===== src/rtl/cpurst_pkg.sv =====
package cpurst_pkg;

   typedef enum logic [1:0] {
      ST_IDLE  = 2'd0,
      ST_GRACE = 2'd1,
      ST_HOLD  = 2'd2
   } seq_state_t;

   // Width needed to hold the larger of two cycle counts
   function automatic int unsigned span_width(input int unsigned a, input int unsigned b);
      int unsigned m;
      m = (a > b) ? a : b;
      return (m < 2) ? 1 : $clog2(m);
   endfunction

endpackage


===== src/rtl/cpurst_timer.sv =====
module cpurst_timer #(
   parameter int unsigned CW = 10
) (
   input  logic          clk,
   input  logic          rst_n,
   input  logic          load,
   input  logic [CW-1:0] load_val,
   output logic          expired
);

   logic [CW-1:0] cnt_q;

   always_ff @(posedge clk or negedge rst_n) begin
      if (!rst_n) begin
         cnt_q <= '0;
      end else if (load) begin
         cnt_q <= load_val;
      end else if (cnt_q != '0) begin
         cnt_q <= cnt_q - 1'b1;
      end
   end

   assign expired = (cnt_q == '0);

endmodule


===== src/rtl/cpurst_ctrl.sv =====
module cpurst_ctrl
   import cpurst_pkg::*;
#(
   parameter int unsigned GRACE_CYC = 600,
   parameter int unsigned HOLD_CYC  = 200,
   parameter int unsigned CW        = 10
) (
   input  logic          clk,
   input  logic          rst_n,
   input  logic          start,
   input  logic          expired,
   output logic          load,
   output logic [CW-1:0] load_val,
   output seq_state_t    state,
   output logic          rst_out_n
);

   localparam logic [CW-1:0] GRACE_LD = CW'(GRACE_CYC - 1);
   localparam logic [CW-1:0] HOLD_LD  = CW'(HOLD_CYC - 1);

   seq_state_t state_q, state_d;
   logic       rst_out_q;

   always_comb begin
      state_d  = state_q;
      load     = 1'b0;
      load_val = '0;
      case (state_q)
         ST_IDLE: begin
            if (start) begin
               state_d  = ST_GRACE;
               load     = 1'b1;
               load_val = GRACE_LD;
            end
         end
         ST_GRACE: begin
            if (expired) begin
               state_d  = ST_HOLD;
               load     = 1'b1;
               load_val = HOLD_LD;
            end
         end
         ST_HOLD: begin
            if (expired) begin
               state_d = ST_IDLE;
            end
         end
         default: state_d = ST_IDLE;
      endcase
   end

   always_ff @(posedge clk or negedge rst_n) begin
      if (!rst_n) begin
         state_q   <= ST_IDLE;
         rst_out_q <= 1'b1;
      end else begin
         state_q   <= state_d;
         rst_out_q <= (state_d != ST_HOLD);
      end
   end

   assign state     = state_q;
   assign rst_out_n = rst_out_q;

endmodule


===== src/rtl/cpurst_seq.sv =====
module cpurst_seq
   import cpurst_pkg::*;
#(
   parameter int unsigned GRACE_CYC = 600,
   parameter int unsigned HOLD_CYC  = 200
) (
   input  logic clk,
   input  logic rst_n,
   input  logic wr_en,
   input  logic wr_data,
   output logic ctrl_rd,
   output logic busy,
   output logic pending,
   output logic cpu_rst_n
);

   localparam int unsigned CW = span_width(GRACE_CYC, HOLD_CYC);

   if (GRACE_CYC < 1) begin : g_bad_grace
      $error("cpurst_seq: GRACE_CYC must be at least 1");
   end
   if (HOLD_CYC < 1) begin : g_bad_hold
      $error("cpurst_seq: HOLD_CYC must be at least 1");
   end

   seq_state_t    state;
   logic          load;
   logic [CW-1:0] load_val;
   logic          expired;
   logic          start;

   assign start = wr_en && !wr_data && (state == ST_IDLE);

   cpurst_timer #(.CW(CW)) u_timer (
      .clk      (clk),
      .rst_n    (rst_n),
      .load     (load),
      .load_val (load_val),
      .expired  (expired)
   );

   cpurst_ctrl #(
      .GRACE_CYC (GRACE_CYC),
      .HOLD_CYC  (HOLD_CYC),
      .CW        (CW)
   ) u_ctrl (
      .clk       (clk),
      .rst_n     (rst_n),
      .start     (start),
      .expired   (expired),
      .load      (load),
      .load_val  (load_val),
      .state     (state),
      .rst_out_n (cpu_rst_n)
   );

   assign pending = (state == ST_GRACE);
   assign busy    = (state != ST_IDLE);
   assign ctrl_rd = (state == ST_IDLE);

endmodule


===== config.mk =====
export PLATFORM = sky130hd
export DESIGN_NAME = cpurst_seq
export DESIGN_NICKNAME = d
export VERILOG_FILES = /design/src/rtl/cpurst_pkg.sv /design/src/rtl/cpurst_timer.sv /design/src/rtl/cpurst_ctrl.sv /design/src/rtl/cpurst_seq.sv
export SDC_FILE = /design/constraint.sdc
export NUM_CORES = 1
export LEC_CHECK = 0
export CAP_MARGIN = 20
export CORE_UTILIZATION = 48
export CTS_CLUSTER_SIZE = 24
export DETAILED_ROUTE_END_ITERATION = 12
export MAX_ROUTING_LAYER = met4
export PLACE_DENSITY = 0.73
export SKIP_LAST_GASP = 1
export SYNTH_ARGS = -nofsm -noshare
export SYNTH_HDL_FRONTEND = slang
export SYNTH_SLANG_ARGS = --single-unit

===== constraint.sdc =====
create_clock -name clk -period 3.15 [get_ports clk]
set_input_delay 0.63 -clock clk [delete_from_list [all_inputs] [get_ports clk]]
set_output_delay 0.63 -clock clk [all_outputs]
set_load 0.01 [all_outputs]

==> results.tsv, run 1 <==
stage	metric	value	unit
outcome	status	finished clean	
clock_tree	cts_tree	built	
setup_path	crit_type	register to primary output	
floorplanning	die_width	39.4	um
grt	antenna_found_initial	0	
sta	setup_tns	0	ps
detailed_routing	vias	524	
sta	setup_viol	0	
grt	grt_max_degree	14	
logic_synthesis	syn_nets	73	
logic_synthesis	syn_area	671	sq um
detailed_routing	drt_wl_total	1.18	mm
clock_tree	cts-buffers-inserted	3	
floorplanning	dieArea	1550	sq um
sta	maxSlewHeadroom	56.6	%
clock_tree	cts_sinks	13	
final_layout	nets	84	
logic_synthesis	ys_warn_count	0	
setup_path	rr_startpoint	u_timer.cnt_q[0]	
setup_path	cp.arrival	1480	ps
final_layout	diodes	0	
sta	slew_violations	0	
placed_design	gp_congestion	0.856	
setup_path	ff2ff_path_depth	6	
detailed_routing	drc_errors	0	
sta	period_needed	2110	ps
floorplanning	die_h	39.4	um
hold_path	min_path_type	register to register	
power	vdd_drop_max	0.000377	V
placed_design	dpl.cell_count	89	
hold_path	holdPathEnd	u_timer.cnt_q[1]	
grt	grt_first_pass_wirelength	1.90	mm
floorplanning	fp-row-count	13	
final_layout	drive_gt1_share	10.3	%
clock_tree	cts_hold_buffers	0	
clock_tree	worstSkewPairLatency	270	ps
grt	grt.total_usage	20.0	%
job	maxCapViolations	0	
grt	grt-ovfl-total	0	
floorplanning	core_area	1300	sq um
sta	rsz0062_at_grt	false	
setup_path	r2r_slack	1290	ps
logic_synthesis	synth-main-ff-cell	dfrtp_1	
detailed_routing	ant_nets	0	
final_layout	layout_common_cells	12 x dfrtp_1, 7 x clkdlybuf4s50_1, 5 x nor3_1, 5 x nand2_1	
logic_synthesis	async_flop_share	100	%
power	power_density	526	nW/um^2
floorplanning	start_util	51.5	%
clock_tree	cts_max_path_buffers	2	
final_layout	fin_cells	93	
placed_design	portBuffers	7	
final_layout	final_common_cell	dfrtp_1	
sta	clock_skew	7.10	ps
hold_path	hold_path_depth	2	
sta	fmax	0.474	GHz
setup_path	r2r_end	u_ctrl.state[1]	
clock_tree	cts_max_level	1	
clock_tree	cts.repair.resized	0	
final_layout	n_fill_cell	117	
logic_synthesis	postSynthAreaPerCell	9.86	sq um
detailed_routing	viasPerCell	5.63	
hold_path	min_from	u_timer.cnt_q[1]	
detailed_routing	firstDrtPassIters	4	
floorplanning	pin_count	8	
logic_synthesis	syn_inst	68	
clock_tree	cts_setup_buffers	0	
sta	finalHoldViolCount	0	
grt	grt_pass1_vias	440	
sta	worstMarginPinSlew	642	ps
setup_path	worst_setup_path_start_kind	register	
clock_tree	clk_pin_slew_worst_paths	60	ps
power	p_leak	0.299	nW
logic_synthesis	synth_edf_count	0	
logic_synthesis	netlist-cell-type-count	29	
clock_tree	root_buffer	clkbuf_4	
placed_design	dp_hpwl	909	um
logic_synthesis	ys_seq_elements	13	
setup_path	required	2520	ps
setup_path	cp_max_fo	4	
sta	min_period_over_period	67.0	%
setup_path	worstSetupEndpointType	primary output	
final_layout	area_growth_syn_to_layout	16.4	%
detailed_routing	wl_per_cell	12.7	um
detailed_routing	drt_iter0_drc	20	
logic_synthesis	ys_seq_area_share	48.7	%
==> report_power, final <==
group | switching, mW | internal, mW
Combinational | 0.0306 | 0.0420
Sequential | 0.0418 | 0.199
Clock | 0.0482 | 0.0491
Total | 0.121 | 0.290
==> cell type report <==
cell class,instances,area [sq um],share of cell area (%)
Sequential cell,13,327,41.8
Multi-Input combinational cell,50,324,41.5
Timing Repair Buffer,7,70.1,8.97
Clock buffer,4,26.3,3.37
Tap cell,15,18.8,2.40
Inverter,4,15.0,1.92
==> per-stage QoR <==
stage,utilization [%],setup slack (ps),total power [mW],area [sq um],hold WS (ps)
6_report,60.0,1040,0.411,781,552
5_1_grt,60.0,951,0.438,781,599
4_1_cts,60.0,1030,0.414,781,557
3_5_place_dp,58.0,963,0.315,754,541
3_3_place_gp,58.0,985,0.315,754,541
2_1_floorplan,-,1600,0.289,671,334
==> cell families (layout without fill, tap and decap cells) <==
kind of cell,count (synthesis),count (layout),share of synthesized area [%]
adder cells (fa/ha/maj),1,1,1.87
flip-flops,13,13,48.7
buffers and inverters,5,15,2.98
XOR/XNOR,3,3,3.92
AO/OA/AOI/OAI,13,13,11.9
multiplexers,1,1,1.68
AND/OR/NAND/NOR,32,32,28.9
==> cells in the mapped netlist, drive strengths merged, types with 2 or more instances <==
cell	number	area, sq um
dfrtp	12	300
nor3	7	45.0
nand2	5	18.8
inv	4	15.0
nand2b	4	25.0
o21ai	4	20.0
a21oi	3	15.0
nor2	3	11.3
or3	3	23.8
xnor2	3	26.3
nand3	2	10.0
nor3b	2	15.0
o211ai	2	15.0
==> metal layers <==
layer	vias to the layer above	GRT usage (%)	wire, um
li1	263	-	-
met1	247	25.6	589
met2	12	27.9	507
met3	2	10.2	76
met4	0	5.17	7
met5	-	-	0
==> sequential cells by signal (all words and copies together), names as in the netlist <==
name / count
u_timer.cnt_q: 10
u_ctrl.state: 2
u_ctrl.rst_out_n: 1
==> critical path: stages, from the launching register on <==
cell             delay [ps]
dfrtp_1                 400
nand2b_1                160
inv_1                   110
clkdlybuf4s50_1         540
==> how the worst max path moves through the flow <==
| stage | from | endpoint | slack (ps) |
|---|---|---|---|
| after CTS | u_ctrl.state[1] | pending | 1030 |
| after floorplan | u_timer.cnt_q[0] | u_timer.cnt_q[0] | 1600 |
| after detailed placement | wr_en | u_timer.cnt_q[5] | 960 |
| after global placement | wr_en | u_timer.cnt_q[5] | 980 |
| after global routing | u_ctrl.state[1] | pending | 950 |
| final | u_ctrl.state[1] | pending | 1040 |
(Power assumes the default switching activity.)
==> inputs of run 2 (changes only) <==
CORE_UTILIZATION = 46   (was 48)
clock period = 1.9 ns   (was 3.15 ns; I/O delays follow)
==> run 2 against run 1 <==
Clock-buffer cell count did not move. Via count rose by 1.5%. Sequential share of layout area fell by 1.2 points. Wire length rose by 13%. Non-clock buffer count rose by 2. Sequential power rose by 66%. Combinational power rose by 74%. Global-route usage rose by 0.95 points. Setup slack got worse by 930 ps. Largest power group unchanged. First-iteration DRC count fell by 30%.
==> results.tsv, run 2 (same netlist as run 1, synthesis figures left out) <==
stage	metric	value	unit
power	vdd_drop_max	0.000592	V
clock_tree	cts-buffers-inserted	3	
grt	grt_max_degree	14	
setup_path	cp_top_family	buffers and inverters	
detailed_routing	drt_iter0_drc	14	
placed_design	gp_congestion	0.834	
sta	setup_viol	0	
grt	grtUsageMet2	33.1	%
grt	met3_usage	10.0	%
setup_path	worst_setup_path_start_kind	register	
floorplanning	core_area	1330	sq um
floorplanning	pin_count	8	
outcome	status	finished clean	
final_layout	n_fill_cell	111	
grt	grt.total_usage	21.0	%
final_layout	layout_common_cells	12 x dfrtp_1, 6 x clkdlybuf4s50_1, 5 x nor3_1, 5 x nand2_1	
grt	grt-ovfl-total	0	
power	p_leak	0.307	nW
sta	maxSlewHeadroom	63.1	%
setup_path	crit_path_top_delay_cell	clkdlybuf4s50_1	
hold_path	min_path_type	primary input to async pin	
power	totalPowerFinal	0.690	mW
detailed_routing	viasPerCell	5.60	
clock_tree	root_buffer	clkbuf_4	
grt	grt_util_met1	24.1	%
setup_path	cp_max_fo	4	
grt	grt_pass1_vias	490	
detailed_routing	drc_errors	0	
detailed_routing	firstDrtPassIters	4	
sta	slew_violations	0	
setup_path	crit_type	register to primary output	
clock_tree	clk_pin_slew_worst_paths	80	ps
final_layout	diodes	0	
sta	setup_tns	0	ps
floorplanning	dieArea	1610	sq um
setup_path	worst_path_largest_cell_delay	550	ps
final_layout	regMostFlops	u_timer.cnt_q	
final_layout	area_growth_syn_to_layout	19.8	%
final_layout	largest_register_ffs	10	
detailed_routing	ant_nets	0	
power	power_density	859	nW/um^2
grt	antenna_found_initial	0	
clock_tree	cts_max_path_buffers	2	
floorplanning	die_h	40.2	um
placed_design	portBuffers	7	
sta	rsz0062_at_grt	false	
final_layout	drive_gt1_share	16.3	%
sta	min_period_over_period	94.0	%
sta	worstMarginPinSlew	552	ps
setup_path	path_cells	nor2_2 > clkdlybuf4s50_1	
sta	finalHoldViolCount	0	
clock_tree	cts_sinks	13	
setup_path	cp.arrival	1410	ps
floorplanning	die_width	40.2	um
sta	period_needed	1790	ps
detailed_routing	wl_per_cell	14.0	um
job	maxCapViolations	0	
placed_design	dp_hpwl	1.00	mm
setup_path	worstSetupEndpointType	primary output	
setup_path	cp_num_buf_inv	1	
final_layout	final_common_cell	dfrtp_1	
detailed_routing	drt_wl_total	1.33	mm
setup_path	required	1520	ps
setup_path	path_depth	2	
floorplanning	start_util	50.3	%
floorplanning	fp-row-count	13	
final_layout	nets	86	
setup_path	ff2ff_path_depth	6	
sta	fmax	0.560	GHz
detailed_routing	vias	532	
sta	clock_skew	9.07	ps
grt	top_usage_layer	met2	
clock_tree	cts_max_level	1	
clock_tree	cts_tree	built	
clock_tree	worstSkewPairLatency	270	ps
grt	grt_first_pass_wirelength	2.06	mm
-- run 2: worst register-to-register path: cells and delay by family, from the launching register on --
kind | cells | cell delay, ps
buffers and inverters | 1 | 80
AOI/OAI and AO/OA | 1 | 180
adders and majority gates | 1 | 220
and+or+nand+nor | 3 | 830
DFF | 1 | 360
-- run 2: power breakdown --
| part | internal [mW] | leakage [nW] | switching (mW) | total, mW |
|---|---|---|---|---|
| clock | 0.0814 | 0.0150 | 0.0827 | 0.164 |
| sequential | 0.330 | 0.146 | 0.0702 | 0.400 |
| combinational | 0.0718 | 0.146 | 0.0539 | 0.126 |
-- run 2: through the flow --
stage                     instance area [sq um]  setup slack (ps)  util [%]  hold slack, ps  std cells
after CTS                                   796              74.2      59.7             477         95
after detailed placement                    769              62.1      57.7             538         91
after global routing                        803              45.5      60.2             513         95
after floorplan                             671               348         -            84.4         68
after global placement                      769               120      57.7             530         91
final                                       803               114      60.2             457         95
-- run 2: metal layers --
layer	vias up	part of all wire, %
li1	268	-
met1	254	44
met2	8	51
met3	2	3.9
met4	0	0.75
met5	-	0
-- run 2: final timing paths --
| path | start | end | slack (ps) |
|---|---|---|---|
| min | rst_n | u_ctrl.state[1] | 460 |
| max | u_ctrl.state[1] | ctrl_rd | 110 |
| min reg2reg | u_timer.cnt_q[9] | u_timer.cnt_q[9] | 550 |
| max reg2reg | u_timer.cnt_q[0] | u_timer.cnt_q[3] | 150 |
| max in group asynchronous | rst_n | u_ctrl.state[0] | 1070 |
| min in group clk | u_timer.cnt_q[9] | u_timer.cnt_q[9] | 550 |
-- run 2: layout make-up --
cell class                 instances  area [sq um]  share of cell area (%)
multi-input combinational         50           333                    41.4
sequential                        13           327                    40.7
timing repair buffer               9          83.8                    10.4
clock buffer                       4          26.3                    3.27
tap                               15          18.8                    2.34
inverter                           4          15.0                    1.87
-- run 2: timing repair --
item                       CTS  global route
setup endpoints to repair    2             4
hold buffers                 0             0
pin swaps                    0             0
resized for setup            2             2
setup buffers                0             0
==> inputs of run 3 (changes only) <==
CAP_MARGIN = not set   (was 20)
CORE_UTILIZATION = 30   (was 46)
PLACE_DENSITY = 0.53   (was 0.73)
==> run 3 against run 2 <==
Critical path depth unchanged. Non-clock buffer count up 1. Power up 0.23%. Cell count up 14%. Global-route usage down 6.5 points. Critical endpoint unchanged. Setup slack worse by 15 ps. Via count up 1.3%. Sequential share of layout area down 1.3 points. Die area up 50%. Largest cell class unchanged. First-iteration DRC count down 79%. Fmax down 0.85%. Clock skew down 8.4 ps.
==> results.tsv, run 3 (same netlist as run 1, synthesis figures left out) <==
stage	metric	value	unit
clock_tree	worstSkewPairLatency	280	ps
setup_path	crit_path_top_delay_cell	clkdlybuf4s50_1	
clock_tree	clk_pin_slew_worst_paths	70	ps
setup_path	worst_path_largest_cell_delay	560	ps
floorplanning	die_width	49.3	um
setup_path	r2r_slack	170	ps
sta	period_needed	1800	ps
setup_path	ff2ff_path_depth	6	
placed_design	portBuffers	7	
floorplanning	pin_count	8	
hold_path	min_path_type	primary input to async pin	
setup_path	worstSetupEndpointType	primary output	
final_layout	final_area	830	sq um
setup_path	cp_top_family	buffers and inverters	
placed_design	dpl.cell_count	104	
grt	antenna_found_initial	0	
clock_tree	cts_sinks	13	
floorplanning	core_area	2020	sq um
detailed_routing	drt_wl_total	1.44	mm
final_layout	regMostFlops	u_timer.cnt_q	
detailed_routing	vias	539	
final_layout	drive_gt1_share	16.0	%
final_layout	largest_register_ffs	10	
sta	finalHoldViolCount	0	
sta	rsz0062_at_grt	false	
sta	fmax	0.555	GHz
setup_path	startpoint	u_ctrl.state[1]	
power	power_density	834	nW/um^2
final_layout	final_common_cell	dfrtp_1	
placed_design	gp_congestion	0.792	
power	vdd_drop_max	0.000407	V
power	p_leak	0.315	nW
final_layout	layout_common_cells	12 x dfrtp_1, 6 x clkdlybuf4s50_1, 5 x nor3_1, 5 x nand2_1	
placed_design	dp_hpwl	1.05	mm
floorplanning	start_util	33.2	%
setup_path	rr_startpoint	u_timer.cnt_q[0]	
sta	min_period_over_period	94.8	%
clock_tree	cts-buffers-inserted	3	
sta	setup_viol	0	
detailed_routing	firstDrtPassIters	4	
setup_path	cp_max_fo	4	
power	totalPowerFinal	0.691	mW
job	maxCapViolations	0	
final_layout	fin_util	41.0	%
sta	maxSlewHeadroom	60.3	%
detailed_routing	viasPerCell	4.99	
placed_design	dpl-instance-area	792	sq um
grt	grt.total_usage	14.5	%
detailed_routing	drt_iter0_drc	3	
final_layout	diodes	0	
setup_path	crit_type	register to primary output	
clock_tree	cts_tree	built	
final_layout	n_fill_cell	195	
setup_path	path_depth	2	
clock_tree	root_buffer	clkbuf_4	
clock_tree	cts_hold_buffers	0	
sta	slew_violations	0	
floorplanning	die_h	49.3	um
setup_path	path_cells	nor2_2 > clkdlybuf4s50_1	
floorplanning	dieArea	2430	sq um
setup_path	cp_num_buf_inv	1	
setup_path	worst_setup_path_start_kind	register	
grt	grt_max_degree	14	
setup_path	cp.arrival	1420	ps
grt	grt_pass1_vias	538	
grt	grt-ovfl-total	0	
sta	setup_tns	0	ps
detailed_routing	wl_per_cell	13.3	um
clock_tree	cts_max_level	1	
grt	grt_first_pass_wirelength	2.54	mm
final_layout	fin_cells	108	
sta	worstMarginPinSlew	593	ps
final_layout	area_growth_syn_to_layout	23.7	%
final_layout	nets	87	
clock_tree	cts_max_path_buffers	2	
setup_path	required	1520	ps
sta	clock_skew	0.657	ps
outcome	status	finished clean	
floorplanning	fp-row-count	16	
detailed_routing	drc_errors	0	
detailed_routing	ant_nets	0	
==> run 3: routing by layer <==
layer	share of wire (%)	track usage [%]	up-vias
li1	-	-	275
met2	44	21.2	5
met1	51	18.3	254
met5	0	-	-
met3	3.1	4.67	5
met4	2.0	5.88	0
==> run 3: final timing paths <==
check                                   endpoint
min in group clk                u_timer.cnt_q[1]
worst max-delay path                     ctrl_rd
max in group asynchronous       u_timer.cnt_q[1]
worst min register to register  u_timer.cnt_q[1]
worst max register to register   u_ctrl.state[1]
worst min-delay path            u_timer.cnt_q[8]
==> run 3: cell type report <==
type | instances | area, sq um | area share (%)
Multi-Input combinational cell | 50 | 333 | 40.1
Sequential cell | 13 | 327 | 39.4
Timing Repair Buffer | 10 | 95.1 | 11.5
Clock buffer | 4 | 26.3 | 3.17
Inverter | 4 | 15.0 | 1.81
Tap cell | 27 | 33.8 | 4.07
==> run 3: power breakdown <==
part           internal (mW)  total (mW)  switching (mW)
combinational         0.0721       0.125          0.0533
clock                 0.0815       0.170          0.0883
sequential             0.330       0.396          0.0666
==> run 3: through the flow <==
step	hold WS, ps	setup slack [ps]
floorplan	84.4	348
global placement	535	126
detailed placement	546	108
CTS	491	2.30
global route	532	28.7
finish	473	98.3
==> run 3: timing repair <==
item	4_1_cts	5_1_grt
gates resized for setup	0	3
setup buffers	0	0
setup endpoints to repair	0	5
hold endpoints to repair	0	0
